<file path="config.mk">
export PLATFORM = sky130hd
export DESIGN_NAME = ofs_loader
export DESIGN_NICKNAME = d
export VERILOG_FILES = /design/src/rtl/ofs_loader_pkg.sv /design/src/rtl/ofs_rst_sync.sv /design/src/rtl/ofs_serial_ctrl.sv /design/src/rtl/ofs_par_ctrl.sv /design/src/rtl/ofs_offset_regs.sv /design/src/rtl/ofs_loader.sv
export SDC_FILE = /design/constraint.sdc
export NUM_CORES = 1
export LEC_CHECK = 0
export ABC_CLOCK_PERIOD_IN_PS = 810
export CORE_UTILIZATION = 43
export DETAILED_ROUTE_END_ITERATION = 16
export PLACE_DENSITY_LB_ADDON = 0.05
export SYNTH_ARGS = -nofsm -noshare
export SYNTH_HDL_FRONTEND = slang
export SYNTH_SLANG_ARGS = --single-unit
</file>
<file path="constraint.sdc">
create_clock -name clk -period 0.81 [get_ports clk]
set_input_delay 0.162 -clock clk [delete_from_list [all_inputs] [get_ports clk]]
set_output_delay 0.162 -clock clk [all_outputs]
set_load 0.01 [all_outputs]
</file>
<file path="src/rtl/ofs_loader_pkg.sv">
package ofs_loader_pkg;

  typedef enum logic [1:0] {
    LM_PRESET   = 2'd0,
    LM_PARALLEL = 2'd1,
    LM_SERIAL   = 2'd2
  } load_mode_e;

  localparam int PRESET_W = 11;

  typedef struct packed {
    load_mode_e            mode;
    logic [PRESET_W-1:0]   preset;
  } load_cfg_t;

  // select code = {hi, sen_n, sd}
  function automatic load_cfg_t decode_select(input logic [2:0] code);
    load_cfg_t c;
    c.mode   = LM_PRESET;
    c.preset = '0;
    case (code)
      3'b000:  c.preset = PRESET_W'(8);
      3'b001:  c.mode   = LM_PARALLEL;
      3'b010:  c.preset = PRESET_W'(16);
      3'b100:  c.preset = PRESET_W'(64);
      3'b101:  c.preset = PRESET_W'(256);
      3'b110:  c.preset = PRESET_W'(1024);
      default: c.mode   = LM_SERIAL;
    endcase
    return c;
  endfunction

endpackage

</file>
<file path="src/rtl/ofs_rst_sync.sv">
module ofs_rst_sync (
  input  logic clk,
  input  logic arst_n,
  output logic srst_n
);

  logic [1:0] stage_q;
  logic [1:0] stage_d;

  always_comb begin
    stage_d = {stage_q[0], 1'b1};
  end

  always_ff @(posedge clk or negedge arst_n) begin
    if (!arst_n) begin
      stage_q <= 2'b00;
    end else begin
      stage_q <= stage_d;
    end
  end

  assign srst_n = stage_q[1];

endmodule

</file>
<file path="src/rtl/ofs_serial_ctrl.sv">
module ofs_serial_ctrl #(
  parameter int BITS = 26
) (
  input  logic clk,
  input  logic srst_n,
  input  logic arm,
  input  logic sen_n,
  output logic shift,
  output logic last
);

  localparam int CW = $clog2(BITS + 1);

  logic [CW-1:0] count_q;
  logic [CW-1:0] count_d;
  logic          count_en;

  always_comb begin
    shift    = arm && !sen_n && (count_q != CW'(BITS));
    last     = shift && (count_q == CW'(BITS - 1));
    count_en = shift;
    count_d  = count_q + CW'(1);
  end

  always_ff @(posedge clk or negedge srst_n) begin
    if (!srst_n) begin
      count_q <= '0;
    end else if (count_en) begin
      count_q <= count_d;
    end
  end

  p_count_bound_r5: assert property (@(posedge clk) disable iff (!srst_n)
    count_q <= CW'(BITS));

  p_count_step_r4: assert property (@(posedge clk) disable iff (!srst_n)
    shift |=> (count_q == $past(count_q) + CW'(1)));

  p_idle_hold_r6: assert property (@(posedge clk) disable iff (!srst_n)
    (!arm || sen_n) |=> $stable(count_q));

endmodule

</file>
<file path="src/rtl/ofs_par_ctrl.sv">
module ofs_par_ctrl (
  input  logic clk,
  input  logic srst_n,
  input  logic arm,
  input  logic wr_en,
  output logic load_lo,
  output logic load_hi
);

  typedef enum logic [1:0] {
    PS_WAIT_LO = 2'd0,
    PS_WAIT_HI = 2'd1,
    PS_FINISH  = 2'd2
  } par_state_e;

  par_state_e state_q;
  par_state_e state_d;
  logic       take;

  always_comb begin
    take    = arm && wr_en;
    load_lo = take && (state_q == PS_WAIT_LO);
    load_hi = take && (state_q == PS_WAIT_HI);
    state_d = state_q;
    if (load_lo) state_d = PS_WAIT_HI;
    if (load_hi) state_d = PS_FINISH;
  end

  always_ff @(posedge clk or negedge srst_n) begin
    if (!srst_n) begin
      state_q <= PS_WAIT_LO;
    end else begin
      state_q <= state_d;
    end
  end

  p_lo_once_r8: assert property (@(posedge clk) disable iff (!srst_n)
    load_lo |=> !load_lo);

  p_one_target_r8: assert property (@(posedge clk) disable iff (!srst_n)
    $onehot0({load_lo, load_hi}));

endmodule

</file>
<file path="src/rtl/ofs_offset_regs.sv">
module ofs_offset_regs #(
  parameter int OFS_W = 13
) (
  input  logic             clk,
  input  logic             srst_n,
  input  logic [OFS_W-1:0] init_val,
  input  logic             shift,
  input  logic             sdat,
  input  logic             load_lo,
  input  logic             load_hi,
  input  logic [OFS_W-1:0] par_val,
  output logic [OFS_W-1:0] lo_ofs,
  output logic [OFS_W-1:0] hi_ofs
);

  localparam int CHAIN_W = 2 * OFS_W;

  // chain = {high-water, low-water}; MSB shifts in first
  logic [CHAIN_W-1:0] chain_q;
  logic [CHAIN_W-1:0] chain_d;

  always_comb begin
    chain_d = chain_q;
    if (!srst_n) begin
      chain_d = {init_val, init_val};
    end else if (shift) begin
      chain_d = {chain_q[CHAIN_W-2:0], sdat};
    end else if (load_lo) begin
      chain_d[OFS_W-1:0] = par_val;
    end else if (load_hi) begin
      chain_d[CHAIN_W-1:OFS_W] = par_val;
    end
  end

  always_ff @(posedge clk) begin
    chain_q <= chain_d;
  end

  assign lo_ofs = chain_q[OFS_W-1:0];
  assign hi_ofs = chain_q[CHAIN_W-1:OFS_W];

  p_lo_keeps_hi_r8: assert property (@(posedge clk) disable iff (!srst_n)
    (load_lo && !shift) |=> $stable(hi_ofs));

endmodule

</file>
<file path="src/rtl/ofs_loader.sv">
module ofs_loader #(
  parameter int DEPTH  = 8192,
  parameter int DATA_W = 36
) (
  input  logic                       clk,
  input  logic                       rst_n,
  input  logic                       cfg_sd,
  input  logic                       cfg_sen_n,
  input  logic                       cfg_hi,
  input  logic                       wr_en,
  input  logic [DATA_W-1:0]          wr_data,
  output logic                       fifo_wr_en,
  output logic [$clog2(DEPTH)-1:0]   ofs_empty,
  output logic [$clog2(DEPTH)-1:0]   ofs_full,
  output logic                       prog_done
);
  import ofs_loader_pkg::*;

  localparam int OFS_W  = $clog2(DEPTH);
  localparam int SER_NB = 2 * OFS_W;

  logic             srst_n;
  load_cfg_t        cfg_d;
  load_cfg_t        cfg_q;
  logic [OFS_W-1:0] init_val;
  logic             ser_arm;
  logic             par_arm;
  logic             ser_shift;
  logic             ser_last;
  logic             load_lo;
  logic             load_hi;
  logic             done_q;
  logic             done_d;
  logic             unused_data_hi;

  ofs_rst_sync u_rst (
    .clk    (clk),
    .arst_n (rst_n),
    .srst_n (srst_n)
  );

  // mode capture: follows the pins while reset is held
  always_comb begin
    cfg_d = decode_select({cfg_hi, cfg_sen_n, cfg_sd});
    if (srst_n) cfg_d = cfg_q;
    init_val = (cfg_d.mode == LM_PRESET) ? OFS_W'(cfg_d.preset) : '0;
  end

  always_ff @(posedge clk) begin
    cfg_q <= cfg_d;
  end

  always_comb begin
    ser_arm = (cfg_q.mode == LM_SERIAL) && !done_q;
    par_arm = (cfg_q.mode == LM_PARALLEL) && !done_q;
  end

  ofs_serial_ctrl #(.BITS(SER_NB)) u_ser (
    .clk    (clk),
    .srst_n (srst_n),
    .arm    (ser_arm),
    .sen_n  (cfg_sen_n),
    .shift  (ser_shift),
    .last   (ser_last)
  );

  ofs_par_ctrl u_par (
    .clk     (clk),
    .srst_n  (srst_n),
    .arm     (par_arm),
    .wr_en   (wr_en),
    .load_lo (load_lo),
    .load_hi (load_hi)
  );

  ofs_offset_regs #(.OFS_W(OFS_W)) u_regs (
    .clk      (clk),
    .srst_n   (srst_n),
    .init_val (init_val),
    .shift    (ser_shift),
    .sdat     (cfg_sd),
    .load_lo  (load_lo),
    .load_hi  (load_hi),
    .par_val  (wr_data[OFS_W-1:0]),
    .lo_ofs   (ofs_empty),
    .hi_ofs   (ofs_full)
  );

  generate
    if (DATA_W > OFS_W) begin : g_spare
      assign unused_data_hi = ^wr_data[DATA_W-1:OFS_W];
    end else begin : g_nospare
      assign unused_data_hi = 1'b0;
    end
  endgenerate

  always_comb begin
    done_d = done_q || (cfg_q.mode == LM_PRESET) || ser_last || load_hi;
  end

  always_ff @(posedge clk or negedge srst_n) begin
    if (!srst_n) begin
      done_q <= 1'b0;
    end else begin
      done_q <= done_d;
    end
  end

  assign prog_done  = done_q;
  assign fifo_wr_en = wr_en && done_q;

  p_done_sticky_r7: assert property (@(posedge clk) disable iff (!srst_n)
    done_q |=> done_q);

  p_offsets_frozen_r7: assert property (@(posedge clk) disable iff (!srst_n)
    done_q |=> ($stable(ofs_empty) && $stable(ofs_full)));

  p_mode_held_r3: assert property (@(posedge clk) disable iff (!srst_n)
    $past(srst_n) |-> $stable(cfg_q));

  p_preset_done_r2: assert property (@(posedge clk) disable iff (!srst_n)
    ((cfg_q.mode == LM_PRESET) && $past(srst_n)) |-> done_q);

  p_serial_no_early_r5: assert property (@(posedge clk) disable iff (!srst_n)
    ($rose(done_q) && (cfg_q.mode == LM_SERIAL)) |-> $past(ser_last));

endmodule

</file>
After elaboration in Yosys (flattened, before gate mapping)
Index checks and enable logic that the tools add are counted.

word-level totals
  logic and storage cells = 54
  output and inout port bits = 28
  register bits = 49
  input port bits = 42

operators by class
  equal/unequal tests = 13
  mux-type cells = 11
  reductions and logical operators = 21
  $add $sub $neg = 1

operators with widths
  kind                 number
  $pmux 11 s5          1
  $mux 13              4
  $mux 26              2
  $mux 11              1
  $eq 3x3->1 const B   3
  $logic_and 1x1->1    9
  $ne 3x3->1 const B   3
  $logic_not 2->1      3
  $add 5x1->5 const B  1
  $eq 5x5->1 const B   1
  $ne 5x5->1 const B   1
  $reduce_or 5->1      1
  $eq 2x1->1 const B   2
  $mux 2               2
  $pmux 2 s2           1
  $eq 3x1->1 const B   1
  $eq 3x2->1 const B   1
  $logic_not 3->1      1
  $logic_or 1x1->1     3
  $eq 2x2->1 const B   1
  $logic_not 1->1      2
  $reduce_and 2->1     1
  $reduce_bool 2->1    1

Longest topological paths before layout
Gate-level depths: netlist of the first run.

  depth after elaboration = 8
  mapped depth = 6
  mapped depth without buffers = 5

By module
Synthesis of the first run repeated with hierarchy kept, for this count alone.

second synthesis, totals
  cells, all modules = 214
  area, all modules = 2392.3 sq um

by module, submodules not included
  module           instances  cells an instance  sequential area each (sq um)  area each (sq um)
  ofs_offset_regs  1          115                780.7                         1322.5
  ofs_loader       1          63                 285.3                         619.3
  ofs_serial_ctrl  1          25                 125.1                         290.3
  ofs_par_ctrl     1          8                  50.0                          106.4
  ofs_rst_sync     1          3                  50.0                          53.8

Worst setup path before layout of the first run
No wires, ideal clock.

  path kind = flip-flop to flip-flop
  start = register done_q (netlist: prog_done)
  end = register u_regs.chain_q[0], enable pin
  buffers on the path = 0
  data required time = 0.379 ns
  library setup time = 0.431 ns
  stages on the path, launching flop included = 3
  arrival time = 2.343 ns
  slack = -1.964 ns
  clock period less this slack = 2.774 ns
  cells stage by stage = dfrtp_1 nand4bb_1 o311ai_0

on the way
  cells in the longest elaborated chain, start to end = 5
  elaborated cells on any way between the ends = 8
  those cells by class = eq/ne: 1; reduce/logical: 7

RTL lines
  what                                  line                                       text
  start: declaration                    ofs_loader.sv:32                           logic done_q;
  start signal: assignment              ofs_loader.sv:105                          done_q <= done_d;
  $logic_not 1->1 *                     ofs_loader.sv:54, ofs_loader.sv:55
  $logic_and 1x1->1 (on tied branches)  ofs_loader.sv:54, ofs_loader.sv:55
  $logic_and 1x1->1 (on tied branches)  ofs_serial_ctrl.sv:19, ofs_par_ctrl.sv:21
  $logic_and 1x1->1 (on tied branches)  ofs_serial_ctrl.sv:19, ofs_par_ctrl.sv:22
  $ne 3x3->1 (no source line) *         -
  end signal: assignment                ofs_offset_regs.sv:36                      chain_q <= chain_d;
  end: declaration                      ofs_offset_regs.sv:19                      logic [CHAIN_W-1:0] chain_q;

Mark *: on every way between the ends. The rest lies on a longest branch, timed or not.
A chain may end at the register's enable or synchronous reset.

Final worst setup path of the first run
  start = register done_q (netlist: prog_done)
  end = register u_regs.chain_q[3] (data pin)

on the way
  cells in the longest elaborated chain, start to end = 6

RTL lines
  what                             line                   text
  $logic_not 1->1                  ofs_loader.sv:54       ser_arm = (cfg_q.mode == LM_SERIAL) && !done_q;
  $logic_and 1x1->1                ofs_loader.sv:54
  $logic_and 1x1->1 (2 in series)  ofs_serial_ctrl.sv:19  shift = arm && !sen_n && (count_q != CW'(BITS));
  $mux 26                          ofs_offset_regs.sv:26  end else if (shift) begin
  $mux 26                          ofs_offset_regs.sv:24  if (!srst_n) begin
  via u_regs.chain_d[3]            ofs_offset_regs.sv:20  logic [CHAIN_W-1:0] chain_d;

The timed path passes the listed nets, and every way through them passes these cells.

==> summary.txt, run 1 <==
Global route
  • Antenna violations before repair: 0
  • Vias in the first global route: 1781
  • First-pass GRT wire length: 9.05 mm
  • Aggregate global-route resource usage: 0.278
  • Routing usage on met2: 0.472
  • Pin count of the biggest net entering global routing: 26
  • Congestion Overflow GR: 0
  • M3 GR Usage: 0.0517
  • Met1 Resource Use GR: 0.353
  • Top Usage Layer GRT: met2

Placed design
  • Area after DPL: 0.00277 mm2
  • Setup WS pre-CTS: -1.19 ns
  • Placed cells: roughly 290
  • RePlAce Congestion: 0.810
  • Hpwl dp: 3.71 mm
  • Port Buffer Count: 46

Critical path
  • WP buf/inv: 0
  • Crit path cell chain: or4b_4 > o211ai_4 > nand3_2
  • CP top delay family: simple AND/OR/NAND/NOR gates
  • Crit path max fanout: 7
  • Slowest-stage cell, CP: or4b_4
  • CP Launch Type: flip-flop
  • WS Path Type: reg -> reg
  • CP arrival: 1.68 ns
  • CP max stage delay: 0.61 ns
  • FF-to-FF Start: prog_done
  • Crit path depth: 3
  • Crit Reg-Reg Endpoint: u_regs.chain_q[3]
  • CP endpoint kind: flip-flop
  • Worst R2R Path Depth: 3
  • Crit path required time: 0.84 ns
  • FF-to-FF setup slack: -0.84 ns

Power
  • P_sw: 1.08 mW
  • Leakage: roughly 1.3 nW
  • Combinational Power Share: 0.187
  • Pwr/cell area: 1330 mW/mm2
  • Cell-internal power: 3.26 mW
  • Flop pwr share: 0.526
  • Max IR drop VDD: 0.894 mV
  • Sw Share: 0.250
  • Power share of the clock group: 0.287

Floorplan
  • Die height: 68.0 um
  • Die area: 0.00463 mm2
  • Io pins: 70
  • Area of the core: 0.00409 mm2
  • DIE WIDTH: 68.0 um
  • Num rows: 23
  • Initial Util: 0.459

Drt
  • Vias: 1865
  • Antenna viol nets, final: 0
  • Drt total wl: about 6.4 mm
  • Detailed Routing Iterations Pass 1: 4
  • DRC Markers: 0
  • WL/cell: slightly below 20 um
  • Iteration-0 DRC Markers: 188
  • Vias per inst: 5.69

STA
  • Final setup TNS: -53.04 ns
  • Tmin final: 1.65 ns
  • Final Hold Viols: 0
  • Clk_skew: 0.00576 ns
  • Setup ws final: -0.836 ns
  • Final setup vio count: 90
  • Final Cycle Share: 2.03
  • RSZ-0062 raised after global routing: yes
  • Final Slew Violations: 0
  • Fmax achieved: 0.608 GHz

Clock network
  • Clock latency on the worst-skew pair: 0.30 ns
  • H-Tree Depth: 2
  • CTS max path bufs: 2
  • Hold bufs inserted after CTS: 0
  • CTS tree: built
  • CTS sink cnt: 38
  • Num CTS Buffers: 5
  • Clock root cell: clkbuf_8
  • Clock Pin Slew Worst Setup and Hold Paths: 0.07 ns

Synthesis
  • Post-Syn Nets: between 200 and 250
  • Seq/Total Area, Yosys: 0.571
  • Synth Flop Type: edfxtp_1
  • Mapped cell area: about 0.0019 mm2
  • Post-Syn Instances: about 160
  • Post-synth EDFFs: 26
  • Syn_area_per_cell: 11.4 um2
  • Synth warnings: 0
  • Distinct cells, synth: 33
  • Post-synthesis async set-or-reset flop share: 0.263
  • Seq cells post-synth: 38

Finish
  • Design Area, Final: 0.00327 mm2
  • Nets: 322
  • ANT cells: 0
  • Non-Filler Instances: between 300 and 400
  • Share of cells above drive strength 1: 0.536
  • Area Overhead vs Synth: 74.6%

Status
  • Violated checks: negative setup slack
  • Status: complete, but fails checks

Run
  • Max Cap Viol: 0

Hold path
  • Worst Hold Class: in -> async
-- flip-flops by register name, indices dropped and copies added, names as in the netlist --
signal,count
u_rst.stage_q,2
u_par.state_q,2
prog_done,1
cfg_q,2
u_ser.count_q,5
u_regs.chain_q,26
-- synth_stat cells (all sizes together) (2+ instances only) --
master / count / area share
nor2b: 3 / 0.010
nand2: 9 / 0.018
a21boi: 16 / 0.064
ha: 3 / 0.020
nor2: 4 / 0.0080
o41ai: 2 / 0.0093
o311ai: 2 / 0.0093
buf: 5 / 0.016
dfxtp: 2 / 0.021
clkbuf: 7 / 0.014
dfrtp: 10 / 0.13
nand3: 26 / 0.069
nand4: 12 / 0.040
o211ai: 5 / 0.033
inv: 5 / 0.010
xnor2: 4 / 0.019
edfxtp: 26 / 0.42
o21ai: 11 / 0.029
-- logic make-up (layout without fill, tap and decap cells) --
group,count (synthesis),count (layout),synth area share
muxes,1,1,0.00600
xor gates and xnor gates,4,4,0.0187
AOI/OAI and AO/OA,39,39,0.158
adders and majority gates,3,3,0.0200
DFF,38,38,0.571
buffers and inverters,17,130,0.0400
other,1,1,0.00200
and+or+nand+nor,61,62,0.184
-- layout by cell type (no fill, tap or decap), drive strengths merged --
cell	instances
buf	98
o21bai	1
nor2b	3
a22o	1
inv	5
dfxtp	2
edfxtp	26
nor4b	1
clkbuf	6
mux2	1
a21o	1
o211ai	5
a21boi	16
nand4	12
xnor2	4
ha	3
conb	1
o21ai	11
nor2	4
nand4b	1
clkinv	3
o41ai	2
nand3b	1
or4b	2
and2	1
nand4bb	1
dlygate4sd2	1
clkdlybuf4s50	17
nand3	26
nand2	9
dfrtp	10
o311ai	2
and4b	1
-- layout make-up --
type                       count  area, um2
clock buffer                   5       68.8
clock inverter                 3       11.3
fill                         249        812
inverter                       5       21.3
multi-input combinational    110        990
sequential                    38       1070
tap                           50       62.6
timing repair buffer         117       1050
-- how the worst max path moves through the flow --
stage / start / to / slack [ns]
after floorplan: u_ser.count_q[0] / u_regs.chain_q[0] / -0.81
after global placement: cfg_sen_n / u_regs.chain_q[25] / -1.06
after detailed placement: cfg_sen_n / u_regs.chain_q[9] / -1.19
after CTS: prog_done / u_regs.chain_q[3] / -0.80
after global routing: prog_done / u_regs.chain_q[3] / -0.90
final: prog_done / u_regs.chain_q[3] / -0.84
-- power by group through the flow --
stage / logic [mW] / clock network, mW / registers, mW
2_1_floorplan: 0.164 / 0 / 2.37
5_1_grt: 0.857 / 1.34 / 2.29
6_report: 0.812 / 1.24 / 2.28
3_3_place_gp: 0.688 / 0 / 2.32
4_1_cts: 0.686 / 1.26 / 2.29
3_5_place_dp: 0.698 / 0 / 2.33
-- timing repair --
action | 4_1_cts | 5_1_grt
gates resized for setup | 166 | 30
cloned | 3 | 2
setup buffers | 21 | 9
pin swaps | 25 | 19
endpoints found under the setup margin | 90 | 90
-- metrics by stage --
stage | utilization | hold WS, ns | power (mW)
after floorplan | - | -0.134 | 2.54
after global placement | 0.679 | 0.329 | 3.01
after detailed placement | 0.679 | 0.333 | 3.03
after CTS | 0.740 | 0.0206 | 4.23
after global routing | 0.801 | 0.0338 | 4.49
final | 0.801 | 0.0248 | 4.34
-- routing by layer --
metal,up-vias,share of wire
li1,852,-
met1,920,0.41
met2,82,0.50
met3,11,0.064
met4,0,0.016
met5,-,0
Power figures use the tool's default switching activity.
==> inputs of run 2 (changes only) <==
--- a/config.mk
+++ b/config.mk
@@ -5,8 +5,8 @@
 export SDC_FILE = /design/constraint.sdc
 export NUM_CORES = 1
 export LEC_CHECK = 0
-export ABC_CLOCK_PERIOD_IN_PS = 810
 export CORE_UTILIZATION = 43
+export CTS_CLUSTER_DIAMETER = 200
 export DETAILED_ROUTE_END_ITERATION = 16
 export PLACE_DENSITY_LB_ADDON = 0.05
 export SYNTH_ARGS = -nofsm -noshare
==> results of run 2 <==
No change in the layout: final DEF, timing and power equal those of run 1.
==> inputs of run 3 (changes only) <==
--- a/config.mk
+++ b/config.mk
@@ -8,7 +8,10 @@
 export CORE_UTILIZATION = 43
 export CTS_CLUSTER_DIAMETER = 200
 export DETAILED_ROUTE_END_ITERATION = 16
+export HOLD_SLACK_MARGIN = 0.05
+export MAX_ROUTING_LAYER = met4
 export PLACE_DENSITY_LB_ADDON = 0.05
+export SKIP_LAST_GASP = 1
 export SYNTH_ARGS = -nofsm -noshare
 export SYNTH_HDL_FRONTEND = slang
 export SYNTH_SLANG_ARGS = --single-unit
==> run 3 against run 2 <==
- the run still ends with negative setup slack left
- global-route usage up 0.81 points
- first-iteration DRC count down 23%
- hold slack better by 0.33 ns
- combinational power about the same
==> summary.txt, run 3 (synthesis results as in run 1) <==
Status
  • Status: complete, but fails checks
  • Violated checks: negative setup slack

Critical path
  • Crit path cell chain: buf_4 > nor4b_4 > buf_4 > nand2_8 > o311ai_4 > buf_12
  • CP Launch Type: flip-flop
  • Worst path most repeated cell: buf_4
  • Slowest-stage cell, CP: dfxtp_1
  • CP arrival: 1.72 ns (+0.04 ns)
  • Crit path max fanout: 13 (+6)
  • CP endpoint kind: flip-flop
  • WS Path Type: reg -> reg
  • Crit path required time: 0.82 ns (-0.02 ns)
  • CP max stage delay: 0.40 ns (-0.21 ns)

Power
  • Max IR drop VDD: 0.879 mV (-1.6%)
  • Pwr/cell area: 1320 mW/mm2 (-0.26%)
  • Leakage: 1.34 nW (+0.20%)

Finish
  • FF/Latch Area: 0.00107 mm2 (unchanged)
  • Regs by FF count: u_regs.chain_q (26), u_ser.count_q (5)
  • Fill count: 249 (unchanged)
  • Area Overhead vs Synth: 74.9%
  • Max reg flops: 26 (unchanged)
  • Multi-input logic area: 978 um2 (-1.1%)
  • Nets: 323 (+0.31%)
  • Share of cells above drive strength 1: 0.527 (-0.00909)
  • ANT cells: 0 (unchanged)
  • Largest Register: u_regs.chain_q
  • Commonest non-fill, non-tap cell in the layout: buf_4
  • Design Area, Final: 0.00328 mm2 (+0.19%)
  • Commonest cells after routing, fill and taps aside: 47 x buf_4, 26 x edfxtp_1, 23 x nand3_1, 23 x buf_2, 20 x buf_6

Clock network
  • CTS max path bufs: 2 (unchanged)
  • Clock latency on the worst-skew pair: 0.29 ns (about the same)
  • Clock Pin Slew Worst Setup and Hold Paths: 0.07 ns (about the same)
  • H-Tree Depth: 2 (unchanged)
  • Clock root cell: clkbuf_8
  • CTS tree: built
  • Num CTS Buffers: 5 (unchanged)
  • CTS sink cnt: 38 (unchanged)

Run
  • Max Cap Viol: 0 (unchanged)

Global route
  • Vias in the first global route: 1799 (+1.0%)
  • First-pass GRT wire length: 9.06 mm (about the same)
  • Antenna violations before repair: 0 (unchanged)
  • Congestion Overflow GR: 0 (unchanged)
  • Aggregate global-route resource usage: 0.286 (+0.00814)
  • Pin count of the biggest net entering global routing: 26 (unchanged)

Drt
  • Antenna viol nets, final: 0 (unchanged)
  • Detailed Routing Iterations Pass 1: 4 (unchanged)
  • WL/cell: 20.3 um (+4.1%)
  • Vias: 1907 (+2.3%)
  • Iteration-0 DRC Markers: 144 (-23%)
  • DRC Markers: 0 (unchanged)
  • Drt total wl: 6.67 mm (+4.4%)
  • Vias per inst: 5.80 (+1.9%)

STA
  • Final Hold Viols: 0 (unchanged)
  • Fmax achieved: 0.585 GHz (-3.7%)
  • Final setup TNS: -55.81 ns (-2.76 ns)
  • RSZ-0062 raised after global routing: yes
  • Final Slew Violations: 0 (unchanged)
  • Clk_skew: 0.00387 ns (-0.00189 ns)
  • Final Cycle Share: 2.11 (+0.0785)
  • Final setup vio count: 90 (unchanged)
  • Setup ws final: -0.900 ns (-0.0636 ns)
  • Tmin final: 1.71 ns (+0.0636 ns)

Floorplan
  • Die height: 68.0 um (unchanged)
  • Initial Util: 0.459 (unchanged)
  • Die area: 0.00463 mm2 (unchanged)
  • Num rows: 23 (unchanged)
  • Area of the core: 0.00409 mm2 (unchanged)
  • DIE WIDTH: 68.0 um (unchanged)
  • Io pins: 70 (unchanged)

Hold path
  • Worst Hold Class: reg -> async

Placed design
  • RePlAce Congestion: 0.822 (+1.5%)
  • Hpwl dp: 3.71 mm (unchanged)
  • Area after DPL: 0.00277 mm2 (unchanged)
  • Port Buffer Count: 46 (unchanged)
## run 3: area by class of cell
cell class | instances | share of cell area
Timing Repair Buffer | 118 | 0.325
Tap cell | 50 | 0.0191
Sequential cell | 38 | 0.327
Clock inverter | 3 | 0.00343
Multi-Input combinational cell | 110 | 0.298
Inverter | 5 | 0.00648
Clock buffer | 5 | 0.0210
## run 3: through the flow
step / setup slack [ns] / std cells / power (mW) / hold WS (ns) / utilization
floorplan: -0.813 / 164 / 2.54 / -0.134 / -
global placement: -1.06 / 288 / 3.01 / 0.329 / 0.679
detailed placement: -1.19 / 288 / 3.03 / 0.333 / 0.679
CTS: -0.804 / 320 / 4.24 / 0.330 / 0.739
global route: -0.958 / 329 / 4.49 / 0.359 / 0.803
finish: -0.900 / 329 / 4.34 / 0.353 / 0.803
## run 3: final timing paths
path	depth (start not counted)	start	endpoint	slack, ns
min	2	u_rst.stage_q[1]	u_par.state_q[0]	0.35
max in group asynchronous	2	rst_n	u_rst.stage_q[1]	0.11
min reg2reg	2	u_rst.stage_q[1]	u_par.state_q[0]	0.35
max	6	cfg_q[12]	u_regs.chain_q[7]	-0.90
max reg2reg	6	cfg_q[12]	u_regs.chain_q[7]	-0.90
min in group clk	0	u_rst.stage_q[0]	u_rst.stage_q[1]	0.37
## run 3: metal layers
layer	track usage	wire length, um
met2	0.473	3340
met4	0.102	183
met3	0.0517	487
met1	0.349	2650
met5	-	0
## run 3: repair_timing
item                                    CTS  global route
endpoints found under the hold margin     2             0
endpoints found under the setup margin   90            90
pin swaps                                24            20
hold buffers                              1             0
setup buffers                            21            10
resized for setup                       162            35
gates cloned                              3             2
## run 3: where the power goes
group	switching [mW]	internal, mW	total, mW
sequential	0.0726	2.21	2.29
clock	0.660	0.575	1.24
combinational	0.349	0.466	0.815
total	1.08	3.26	4.34
## run 3: worst max-delay path, delay by kind of cell (launching register included)
family	cells	cell delay, ns
buf+inv	3	0.59
simple gates	2	0.34
compound gates	1	0.09
flops	1	0.40
